===== config.mk =====
export PLATFORM = sky130hd
export DESIGN_NAME = lvl_fifo
export DESIGN_NICKNAME = d
export VERILOG_FILES = /design/src/rtl/lvl_fifo_pkg.sv /design/src/rtl/lvl_fifo_ctrl.sv /design/src/rtl/lvl_fifo_store.sv /design/src/rtl/lvl_fifo_flags.sv /design/src/rtl/lvl_fifo.sv
export SDC_FILE = /design/constraint.sdc
export NUM_CORES = 1
export LEC_CHECK = 0
export BUFFER_PORTS_ARGS = -buffer_cell sky130_fd_sc_hd__buf_2
export CAP_MARGIN = 25
export CORE_MARGIN = 2
export CORE_UTILIZATION = 45
export CTS_CLUSTER_DIAMETER = 150
export DETAILED_ROUTE_END_ITERATION = 6
export GPL_ROUTABILITY_DRIVEN = 0
export SLEW_MARGIN = 20
export SYNTH_ARGS = -nofsm -noshare
export SYNTH_HDL_FRONTEND = slang
export SYNTH_SLANG_ARGS = --single-unit

===== constraint.sdc =====
create_clock -name clk -period 3 [get_ports clk]
set_input_delay 0.15 -clock clk [delete_from_list [all_inputs] [get_ports clk]]
set_output_delay 0.15 -clock clk [all_outputs]
set_load 0.02 [all_outputs]

===== src/rtl/lvl_fifo_pkg.sv =====
package lvl_fifo_pkg;
  typedef struct packed {
    logic empty;
    logic full;
    logic half;
  } lvlf_flags_t;

  function automatic int unsigned half_mark(int unsigned depth);
    return depth / 2;
  endfunction
endpackage


===== src/rtl/lvl_fifo_ctrl.sv =====
module lvl_fifo_ctrl #(
  parameter int unsigned DEPTH = 8,
  localparam int unsigned PTR_W = $clog2(DEPTH),
  localparam int unsigned CNT_W = PTR_W + 1
) (
  input  logic             clk,
  input  logic             rst_n,
  input  logic             flush,
  input  logic             wr_en,
  input  logic             rd_en,
  input  logic             full,
  input  logic             empty,
  output logic             push,
  output logic [PTR_W-1:0] wr_ptr,
  output logic [PTR_W-1:0] rd_ptr,
  output logic [CNT_W-1:0] count
);
  logic pop;

  function automatic logic [PTR_W-1:0] bump(input logic [PTR_W-1:0] p);
    return p + PTR_W'(1);
  endfunction

  function automatic logic [CNT_W-1:0] next_count(input logic [CNT_W-1:0] c,
                                                   input logic up, input logic dn);
    logic [CNT_W-1:0] r;
    r = c;
    if (up && !dn) r = c + CNT_W'(1);
    else if (dn && !up) r = c - CNT_W'(1);
    return r;
  endfunction

  assign push = wr_en && !full && !flush;
  assign pop  = rd_en && !empty && !flush;

  always_ff @(posedge clk or negedge rst_n) begin
    if (!rst_n) begin
      wr_ptr <= '0;
      rd_ptr <= '0;
      count  <= '0;
    end else if (flush) begin
      wr_ptr <= '0;
      rd_ptr <= '0;
      count  <= '0;
    end else begin
      if (push) wr_ptr <= bump(wr_ptr);
      if (pop)  rd_ptr <= bump(rd_ptr);
      count <= next_count(count, push, pop);
    end
  end

  assert_no_overflow_R4: assert property (@(posedge clk) disable iff (!rst_n)
    (full && wr_en && !flush) |=> ($stable(wr_ptr) && count <= $past(count)));
  assert_no_underflow_R5: assert property (@(posedge clk) disable iff (!rst_n)
    (empty && rd_en && !flush) |=> $stable(rd_ptr));
  assert_flush_clears_R9: assert property (@(posedge clk) disable iff (!rst_n)
    flush |=> (count == '0 && wr_ptr == rd_ptr));
  assert_count_step_R2: assert property (@(posedge clk) disable iff (!rst_n)
    (push && !pop) |=> count == $past(count) + CNT_W'(1));
  assert_balanced_R8: assert property (@(posedge clk) disable iff (!rst_n)
    (push && pop) |=> $stable(count));
endmodule


===== src/rtl/lvl_fifo_store.sv =====
module lvl_fifo_store #(
  parameter int unsigned DEPTH  = 8,
  parameter int unsigned DATA_W = 9,
  localparam int unsigned PTR_W = $clog2(DEPTH)
) (
  input  logic              clk,
  input  logic              push,
  input  logic [PTR_W-1:0]  wr_ptr,
  input  logic [DATA_W-1:0] wr_data,
  input  logic [PTR_W-1:0]  rd_ptr,
  output logic [DATA_W-1:0] rd_data
);
  logic [DATA_W-1:0] cells [DEPTH];

  for (genvar i = 0; i < DEPTH; i++) begin : g_cell
    always_ff @(posedge clk) begin
      if (push && wr_ptr == PTR_W'(i)) cells[i] <= wr_data;
    end
  end

  assign rd_data = cells[rd_ptr];
endmodule


===== src/rtl/lvl_fifo_flags.sv =====
module lvl_fifo_flags
  import lvl_fifo_pkg::*;
#(
  parameter int unsigned DEPTH = 8,
  localparam int unsigned PTR_W = $clog2(DEPTH),
  localparam int unsigned CNT_W = PTR_W + 1
) (
  input  logic             clk,
  input  logic             rst_n,
  input  logic [CNT_W-1:0] count,
  output logic [PTR_W-1:0] level,
  output lvlf_flags_t      flags
);
  localparam int unsigned HALF = half_mark(DEPTH);

  assign level       = count[PTR_W-1:0];
  assign flags.empty = (count == '0);
  assign flags.full  = (count == CNT_W'(DEPTH));
  assign flags.half  = (count >= CNT_W'(HALF));

  assert_full_wraps_R3: assert property (@(posedge clk) disable iff (!rst_n)
    flags.full |-> (level == '0 && !flags.empty && flags.half));
  assert_half_edge_R7: assert property (@(posedge clk) disable iff (!rst_n)
    $rose(flags.half) |-> (level == PTR_W'(HALF) && $past(flags.empty) == 1'b0 || HALF <= 1));
endmodule


===== src/rtl/lvl_fifo.sv =====
module lvl_fifo
  import lvl_fifo_pkg::*;
#(
  parameter int unsigned DEPTH  = 8,
  parameter int unsigned DATA_W = 9,
  localparam int unsigned PTR_W = $clog2(DEPTH),
  localparam int unsigned CNT_W = PTR_W + 1
) (
  input  logic              clk,
  input  logic              rst_n,
  input  logic              flush,
  input  logic              wr_en,
  input  logic [DATA_W-1:0] wr_data,
  input  logic              rd_en,
  output logic [DATA_W-1:0] rd_data,
  output logic [PTR_W-1:0]  level,
  output logic              empty,
  output logic              full,
  output logic              half_full
);
  logic             push;
  logic [PTR_W-1:0] wr_ptr;
  logic [PTR_W-1:0] rd_ptr;
  logic [CNT_W-1:0] count;
  lvlf_flags_t      flags;

  lvl_fifo_ctrl #(.DEPTH(DEPTH)) u_ctrl (
    .clk(clk), .rst_n(rst_n), .flush(flush), .wr_en(wr_en), .rd_en(rd_en),
    .full(flags.full), .empty(flags.empty), .push(push),
    .wr_ptr(wr_ptr), .rd_ptr(rd_ptr), .count(count)
  );

  lvl_fifo_store #(.DEPTH(DEPTH), .DATA_W(DATA_W)) u_store (
    .clk(clk), .push(push), .wr_ptr(wr_ptr), .wr_data(wr_data),
    .rd_ptr(rd_ptr), .rd_data(rd_data)
  );

  lvl_fifo_flags #(.DEPTH(DEPTH)) u_flags (
    .clk(clk), .rst_n(rst_n), .count(count), .level(level), .flags(flags)
  );

  assign empty     = flags.empty;
  assign full      = flags.full;
  assign half_full = flags.half;

  assert_fwft_hold_R6: assert property (@(posedge clk) disable iff (!rst_n)
    (!empty && !rd_en && !flush) |=> $stable(rd_data));
endmodule


**Word-level counts from Yosys, hierarchy flattened**

Memory sizes are Yosys's and may differ from the RTL's.
Cells that the tools add are included.

- Bits in registers: 10
- Memories kept: 1
- Memory bits (writable): 72
- Word-level logic and storage cells: 92
- Output and inout port bits: 15

- Equality and inequality tests: 8
- Add/sub/neg operators: 4
- $lt $le $gt $ge: 1
- Mux-type cells: 44
- Reductions and logical operators: 31

Memories:

| name | depth | width | read ports | clocked after Yosys merged registers in | wr ports | RTL line | source |
|---|---|---|---|---|---|---|---|
| u_store.cells | 8 | 9 | 1 | 0 | 1 | lvl_fifo_store.sv:13 | `logic [DATA_W-1:0] cells [DEPTH];` |

Operators by type and width:

| operator | count |
|---|---|
| $mux W9 | 7 |
| $reduce_or A9 Y1 | 7 |
| $mux W3 | 11 |
| $mux W1 | 23 |
| $logic_and A1 B1 Y1 | 14 |
| $eq A3 B3 Y1 const B | 4 |
| $mux W4 | 3 |
| $add A3 B1 Y3 const B | 2 |
| $eq A3 B2 Y1 const B | 2 |
| $logic_not A1 Y1 | 5 |
| $add A4 B1 Y4 const B | 1 |
| $eq A4 B4 Y1 const B | 1 |
| $ge A4 B3 Y1 const B | 1 |
| $logic_not A4 Y1 | 1 |
| $reduce_bool A2 Y1 | 2 |
| $sub A4 B1 Y4 const B | 1 |
| $eq A3 B1 Y1 const B | 1 |
| $logic_not A3 Y1 | 1 |
| $reduce_bool A3 Y1 | 1 |

**Longest topological paths before layout**

Gate-level depths: netlist of run 1.

- Depth in word-level cells: 15
- Mapped depth: 10

**Hierarchy**

A second synthesis of run 1 with hierarchy kept.

- Cells, all modules: 181
- Area total of the unflattened synthesis: 3495.9 um^2

By module, submodules not included:

| module | instances | cells each | area an instance (um^2) |
|---|---|---|---|
| lvl_fifo_store | 1 | 117 | 2839.0 |
| lvl_fifo_ctrl | 1 | 58 | 600.6 |
| lvl_fifo_flags | 1 | 6 | 56.3 |

**Least setup slack after synthesis of run 1**

OpenSTA, ideal clock, no wires.

- Path type: register -> register
- Start point: register u_ctrl.count[0]
- End point: register u_ctrl.count[3]
- Stages on the path, launching flop included: 10
- Buffers on the path: 1
- Setup slack: 94 ps
- Data arrival time: 2826 ps
- Clock period less this slack: 2906 ps
- Path through: dfrtp_1 > buf_6 > nor4_1 > or2b_2 > nand2_8 > ha_1 > a21o_2 > a21oi_1 > mux2_2 > o211ai_2

- Longest elaborated chain between the ends: 8
- Elaborated cells on any way between the ends: 18
- Classes of those cells: add/sub (2); eq/ne (1); mux (3); reduce/logical (12)

Ends and longest elaborated chain:

| what | RTL line | source |
|---|---|---|
| start: declaration | lvl_fifo_ctrl.sv:16 | `output logic [CNT_W-1:0] count` |
| start signal: assignment | lvl_fifo_ctrl.sv:48 | `count <= next_count(count, push, pop);` |
| $logic_not A4 Y1 (*) | lvl_fifo_flags.sv:17 | `assign flags.empty = (count == '0);` |
| via empty | lvl_fifo.sv:17 | `output logic empty,` |
| $logic_not A1 Y1 (*) | lvl_fifo_ctrl.sv:34 | `assign pop = rd_en && !empty && !flush;` |
| $logic_and A1 B1 Y1 (*) (2 in a row) | lvl_fifo_ctrl.sv:34 |  |
| $logic_not A1 Y1 | lvl_fifo_ctrl.sv:28 | `if (up && !dn) r = c + CNT_W'(1);` |
| $logic_and A1 B1 Y1 | lvl_fifo_ctrl.sv:28 |  |
| $mux W4 | lvl_fifo_ctrl.sv:28 |  |
| $mux W4 | lvl_fifo_ctrl.sv:41 | `end else if (flush) begin` |

Mark *: on every way through the listed nets, which the timed path passes. The rest lies on a longest branch. The select of a mux whose other input is x is not followed.
A chain may end at the register's enable or synchronous reset.

**Final worst setup path of run 1**

- Start point: register u_ctrl.count[1]
- End point: register u_ctrl.count[3]

- Longest elaborated chain between the ends: 8
- Elaborated cells on any way between the ends: 18
- Classes of those cells: add/sub (2); eq/ne (1); mux (3); reduce/logical (12)

Ends and longest elaborated chain:

| what |
|---|
| parallel branches: the longest is 8 deep, another holds $sub A4 B1 Y4 |

Parallel ways; which one is timed is not known. The select of a mux whose other input is x is not followed.

==> results of run 1 <==
==> per-stage QoR <==
step | instances | power [mW] | instance area, µm²
2_1_floorplan | 193 | 2.29 | 3570
3_3_place_gp | 314 | 2.48 | 3800
3_5_place_dp | 314 | 2.52 | 3800
4_1_cts | 330 | 3.35 | 4020
5_1_grt | 330 | 3.49 | 4020
6_report | 330 | 3.32 | 4020
==> cell usage in the layout, fill, tap and decap left out, types with 2 or more instances in the layout <==
master	synthesis	layout
nor2_1	6	6
edfxtp_1	72	72
or2_2	2	2
mux2_2	10	10
and2_2	2	2
and3_2	6	6
or2b_2	2	2
clkinvlp_4	0	2
nand2_1	6	6
bufinv_16	0	2
ha_1	9	9
dfrtp_1	10	10
xnor2_1	4	4
mux4_2	18	18
clkbuf_8	0	9
a21oi_1	5	5
buf_2	1	28
inv_1	5	5
nand3_1	2	2
==> cell type report <==
| class | instances | area [µm²] |
|---|---|---|
| well taps | 102 | 128 |
| repair buffers | 31 | 178 |
| multi-input cells | 93 | 1060 |
| clock buffers | 10 | 128 |
| fillers | 628 | 3710 |
| flip-flops and latches | 82 | 2410 |
| clock inverters | 5 | 80.1 |
| inverters | 7 | 33.8 |
==> Yosys cell counts, types with 2 or more instances <==
master	n
clkbuf_1	2
mux2_2	10
buf_4	5
a21oi_1	5
mux4_2	18
edfxtp_1	72
ha_1	9
dfrtp_1	10
inv_1	5
xnor2_1	4
and2_2	2
nor2_1	6
and3_2	6
or2b_2	2
or2_2	2
nand2_1	6
nand3_1	2
==> what timing repair did <==
action / 4_1_cts / 5_1_grt
gates resized for setup: 0 / 0
buffers inserted: 0 / 0
hold buffers: 1 / 0
hold endpoints to repair: 10 / 0
==> worst reg2reg max path, stage by stage, from the launching register on <==
cell and delay, ns:
dfrtp_1 0.49, or4b_4 0.64, clkinv_4 0.09, nor2_4 0.07, nand2_8 0.07, ha_1 0.23, a21o_2 0.21, a21oi_1 0.35
mux2_2 0.39, o211ai_2 0.06
==> kinds of logic (layout without fill, tap and decap cells) <==
kind of cell	count (synthesis)	count (layout)	synth area share [%]
and+or+nand+nor	33	33	6.02
muxes	30	30	15.4
adders and majority gates	10	10	3.71
buffers and inverters	18	53	2.91
AOI/OAI and AO/OA	15	15	3.25
xor gates and xnor gates	5	5	1.23
DFF	82	82	67.5
==> metal layers <==
metal | up-vias | global-route usage [%] | routed length (µm)
met5 | - | 0 | 0
met3 | 8 | 2.82 | 149
met2 | 32 | 27.3 | 3320
met4 | 0 | 5.51 | 67
met1 | 904 | 20.7 | 2870
li1 | 812 | - | -
==> worst paths after layout <==
check	from	to	slack, ns	depth (start not counted)
setup / recovery	u_ctrl.count[1]$_DFFE_PN0P_	u_ctrl.count[3]$_DFFE_PN0P_	0.34	9
hold / removal	wr_data[2]	u_store.cells[7][2]$_DFFE_PP_	0.07	1
setup reg to reg	u_ctrl.count[1]$_DFFE_PN0P_	u_ctrl.count[3]$_DFFE_PN0P_	0.34	9
hold reg to reg	u_ctrl.wr_ptr[1]$_DFFE_PN0P_	u_ctrl.wr_ptr[1]$_DFFE_PN0P_	0.60	2
max in group asynchronous	rst_n	u_ctrl.wr_ptr[0]$_DFFE_PN0P_	2.59	2
min in group asynchronous	rst_n	u_ctrl.count[3]$_DFFE_PN0P_	0.20	2
==> flip-flops by register name, indices dropped and copies added (netlist names) <==
register       count
u_ctrl.count       4
u_ctrl.rd_ptr      3
u_ctrl.wr_ptr      3
u_store.cells     72
==> power groups by stage <==
stage	clock network (mW)	registers [mW]	logic [mW]
finish	0.839	1.43	1.05
global route	0.892	1.45	1.15
CTS	0.855	1.43	1.07
detailed placement	0	1.46	1.06
global placement	0	1.45	1.04
floorplan	0	1.40	0.891
==> summary.md, run 1 <==
| Metric | Value |
|---|---|
| Chip height | `93.1 µm` |
| Maximum vdd ir drop | `0.000438 V` |
| Relative slew slack | `61.1%` |
| Clk_skew | `0.00749 ns` |
| Largest net degree at the start of global routing | `15` |
| Syn_nets | `217` |
| Total die area | `0.00867 mm²` |
| Cell chosen for the clock root | `clkbuf_8` |
| Core ar. | `0.00773 mm²` |
| Worst Path Required | `3.27 ns` |
| First-pass GRT wire length | `10.0 mm` |
| I/O pins | `29` |
| Cell variety after synth | `44` |
| Final setup viols | `0` |
| Vias in the first global route | `1881` |
| Number of flops mapped to enable cells by yosys | `72` |
| Initial Util | `46.3%` |
| Later-pin clock latency in the skew report | `0.34 ns` |
| Startpoint types | `register` |
| Routed len/inst | `19.4 µm` |
| GR Overflow Total | `0` |
| Sink Count | `82` |
| Leakage power | `1.41 nW` |
| Logic pwr share | `31.6%` |
| # rows | `32` |
| DRC viols | `0` |
| Tightest Pin Transition | `0.584 ns` |
| Dpl hpwl | `4.14 mm` |
| CTS Buffer Depth | `2` |
| CTS H-Tree Depth | `3` |
| Critical path capture point type | `register` |
| Post-synth ARST share | `12.2%` |
| Layout cells sized above 1 | `41.7%` |
| GRT Util Overall | `16.0%` |
| Initial antenna violation count | `0` |
| Outcome | `complete, no violations` |
| Top_reg_cell synth | `edfxtp_1` |
| Seq/Total Area, Yosys | `67.5%` |
| Routed vias | `1756` |
| Area growth from synthesis to layout | `12.4%` |
| Diode count | `0` |
| CP Cell Sequence | `or4b_4, clkinv_4, nor2_4, nand2_8, ha_1, a21o_2, a21oi_1, mux2_2, o211ai_2` |
| Setup TNS | `0 ns` |
| DR iter-0 viols | `79` |
| Crit-path leading delay family | `simple AND/OR/NAND/NOR gates` |
| #FFs+latches synth | `82` |
| Bufs and invs on worst path | `1` |
| Area leader, netlist | `edfxtp_1` |
| Die X | `93.1 µm` |
| Achievable Freq | `376 MHz` |
| Power Internal | `2.30 mW` |
| Area share of the largest cell type after synthesis | `60.5%` |
| Worst slack, placed | `0.352 ns` |
| Max FO, Critical Path | `10` |
| Hold crit path type | `primary input to register` |
| Min setup slack post-route | `0.337 ns` |
| Final wirelength | `6.41 mm` |
| Pwr Density | `827 mW/mm²` |
| Final slew viol count | `0` |
| Via density | `5.32` |
| Synth Instances | `193` |
| Fin crit share | `88.8%` |
| Crit Path Category | `register to register` |
| Ys Warns | `0` |
| Reg clk slew, reported paths | `0.08 ns` |
| Post-route minimum period | `2.66 ns` |
| Clk pwr share | `25.3%` |
| RSZ-0062 raised after global routing | `no` |
| Util after Layout | `52.0%` |
| Sequential Power Share | `43.2%` |
| Max-cap violations | `0` |
| TritonCTS clock tree | `done` |
| PortBufs | `28` |
| First drt pass iteration count | `4` |
| Slowest stage delay, CP | `0.64 ns` |
| Num CTS Buffers | `9` |
| Layout Nets | `248` |
| Max stage delay cell, worst path | `or4b_4` |
| Worst hold margin | `0.0714 ns` |
| Arrival time at the worst endpoint | `2.93 ns` |
| Final hold violations | `0` |
| Syn_area_per_cell | `18.5 µm²` |
| Remaining antenna violation count after routing | `0` |
| NetSw | `1.02 mW` |
| Dominant cells by area after synthesis | `edfxtp_1 (60%), mux4_2 (11%), dfrtp_1 (7.0%)` |
| Switching Fraction | `30.8%` |
| Synthesized area | `0.00357 mm²` |
(Power assumes the default switching activity.)
==> run 2: changes to the inputs <==
--- a/config.mk
+++ b/config.mk
@@ -5,7 +5,7 @@
 export SDC_FILE = /design/constraint.sdc
 export NUM_CORES = 1
 export LEC_CHECK = 0
-export BUFFER_PORTS_ARGS = -buffer_cell sky130_fd_sc_hd__buf_2
+export BUFFER_PORTS_ARGS = -buffer_cell sky130_fd_sc_hd__buf_4
 export CAP_MARGIN = 25
 export CORE_MARGIN = 2
 export CORE_UTILIZATION = 45
==> run 2 against run 1 <==
Setup slack worse by 0.0034 ns. Sequential power about the same. First-iteration DRC count down 20%. Critical endpoint unchanged. Routed wire length up 1.6%. Cell count up 0.30%. Count of clock-buffer cells in the layout down 1. Clock power down 16%. Fmax down 0.13%. Worst hold slack worse by 0.046 ns. Largest power group unchanged.
==> summary.md, run 2 (synthesis results as in run 1) <==
| Metric | Value |
|---|---|
| Outcome | `complete, no violations` |
| Biggest register | `u_store.cells` |
| Achievable Freq | `375 MHz` |
| GR Overflow Total | `0` |
| Placed Cells | `314` |
| Leakage power | `1.41 nW` |
| Tightest Pin Transition | `0.578 ns` |
| Later-pin clock latency in the skew report | `0.35 ns` |
| Post-Place Cell Area | `0.00387 mm²` |
| Cell chosen for the clock root | `clkbuf_8` |
| Clk_skew | `0.00576 ns` |
| Most common cell after layout, fill and taps aside | `edfxtp_1` |
| Setup TNS | `0 ns` |
| Non-Filler Instances | `331` |
| GRT Util Overall | `16.5%` |
| Dpl hpwl | `4.26 mm` |
| Initial Util | `46.3%` |
| Startpoint types | `register` |
| CTS Buffer Depth | `2` |
| Post-route minimum period | `2.67 ns` |
| Vias in the first global route | `1906` |
| Total die area | `0.00867 mm²` |
| DRC viols | `0` |
| Layout Nets | `248` |
| Max-cap violations | `0` |
| Remaining antenna violation count after routing | `0` |
| DR iter-0 viols | `63` |
| Fill count | `626` |
| Final hold violations | `0` |
| Relative slew slack | `61.4%` |
| Pwr Density | `805 mW/mm²` |
| Critical path capture point type | `register` |
| Final wirelength | `6.51 mm` |
| Area growth from synthesis to layout | `13.5%` |
| Crit Path Category | `register to register` |
| RSZ-0062 raised after global routing | `no` |
| Final slew viol count | `0` |
| Initial antenna violation count | `0` |
| CTS H-Tree Depth | `3` |
| Reg clk slew, reported paths | `0.08 ns` |
| Chip height | `93.1 µm` |
| Hold crit path type | `primary input to register` |
| Diode count | `0` |
| Maximum vdd ir drop | `0.000471 V` |
| Post-CTS Setup Inserts | `0` |
| Largest net degree at the start of global routing | `16` |
| Num CTS Buffers | `9` |
| Core ar. | `0.00773 mm²` |
| Number of flip-flops in the largest register | `72` |
| # rows | `32` |
| PortBufs | `28` |
| Die X | `93.1 µm` |
| Most frequent cells in the layout | `edfxtp_1 (72), buf_4 (29), mux4_2 (18), mux2_2 (10), dfrtp_1 (10)` |
| Layout cells sized above 1 | `41.9%` |
| I/O pins | `29` |
| TritonCTS clock tree | `done` |
| First-pass GRT wire length | `10.2 mm` |
| Arrival time at the worst endpoint | `2.94 ns` |
| Cell area after layout | `0.00406 mm²` |
| Max FO, Critical Path | `9` |
| Routed len/inst | `19.7 µm` |
| Fin crit share | `88.9%` |
| Routed vias | `1785` |
| Via density | `5.39` |
| Sink Count | `82` |
| Biggest regs | `u_store.cells: 72 flops, u_ctrl.count: 4 flops` |
| Worst Path Required | `3.27 ns` |
| Final setup viols | `0` |
| First drt pass iteration count | `4` |
| Util after Layout | `52.5%` |
## run 2: changes by cell type in the layout (fill, tap and decap cells not counted), sizes merged
cell      before  now
clkinv         2    3
clkinvlp       2    3
clkbuf        10    9
bufinv         2    0
inv            6    8
## run 2: path summary, 6_finish.rpt
check                                                   from                             to  depth (start not counted)  slack (ns)
worst max register to register   u_ctrl.count[0]$_DFFE_PN0P_    u_ctrl.count[3]$_DFFE_PN0P_                          8        0.33
max in group asynchronous                              rst_n   u_ctrl.rd_ptr[2]$_DFFE_PN0P_                          2        2.69
worst min-delay path                              wr_data[0]  u_store.cells[1][0]$_DFFE_PP_                          1        0.03
worst max-delay path             u_ctrl.count[0]$_DFFE_PN0P_    u_ctrl.count[3]$_DFFE_PN0P_                          8        0.33
worst min register to register  u_ctrl.wr_ptr[1]$_DFFE_PN0P_   u_ctrl.wr_ptr[1]$_DFFE_PN0P_                          2        0.60
min in group asynchronous                              rst_n   u_ctrl.wr_ptr[2]$_DFFE_PN0P_                          2        0.16
## run 2: per-stage QoR
step	setup slack, ns	power, mW	hold WS (ns)
floorplan	0.0937	2.29	-0.146
global placement	0.458	2.55	-0.0138
detailed placement	0.350	2.60	-0.00811
CTS	0.321	3.30	0.0109
global route	0.144	3.44	0.0132
finish	0.334	3.26	0.0252
## run 2: critical path, cell delays in order (launching register included)
cell and delay, ns:
dfrtp_1 0.49, nor4_1 0.47, or2b_2 0.26, nand2_8 0.07
ha_1 0.29, a21o_2 0.22, a21oi_1 0.33, mux2_2 0.40
o211ai_2 0.06
## run 2: layout make-up
class / instances / area, µm² / share of cell area [%]
Sequential cell: 82 / 2410 / 59.5
Multi-Input combinational cell: 93 / 1060 / 26.1
Timing Repair Buffer: 31 / 248 / 6.11
Tap cell: 102 / 128 / 3.15
Clock buffer: 9 / 124 / 3.05
Clock inverter: 7 / 52.6 / 1.30
Inverter: 7 / 33.8 / 0.833
## run 2: repair_timing
action                     4_1_cts  5_1_grt
setup endpoints to repair        0        0
hold endpoints to repair        10        0
gates resized for setup          0        0
hold buffers                     1        0
## run 2: power breakdown
| group | switching [mW] | internal, mW | leakage (nW) | total, mW |
|---|---|---|---|---|
| Combinational | 0.545 | 0.580 | 0.550 | 1.13 |
| Sequential | 0.114 | 1.32 | 0.783 | 1.43 |
| Clock | 0.400 | 0.304 | 0.0799 | 0.705 |
| Total | 1.06 | 2.20 | 1.41 | 3.26 |
## run 2: per-layer routing
layer	up-vias	global-route usage [%]	part of all wire, %
met2	31	27.1	51
met1	922	21.3	43
li1	818	-	-
met3	14	4.19	3.7
met5	-	0	0
met4	0	6.25	1.9
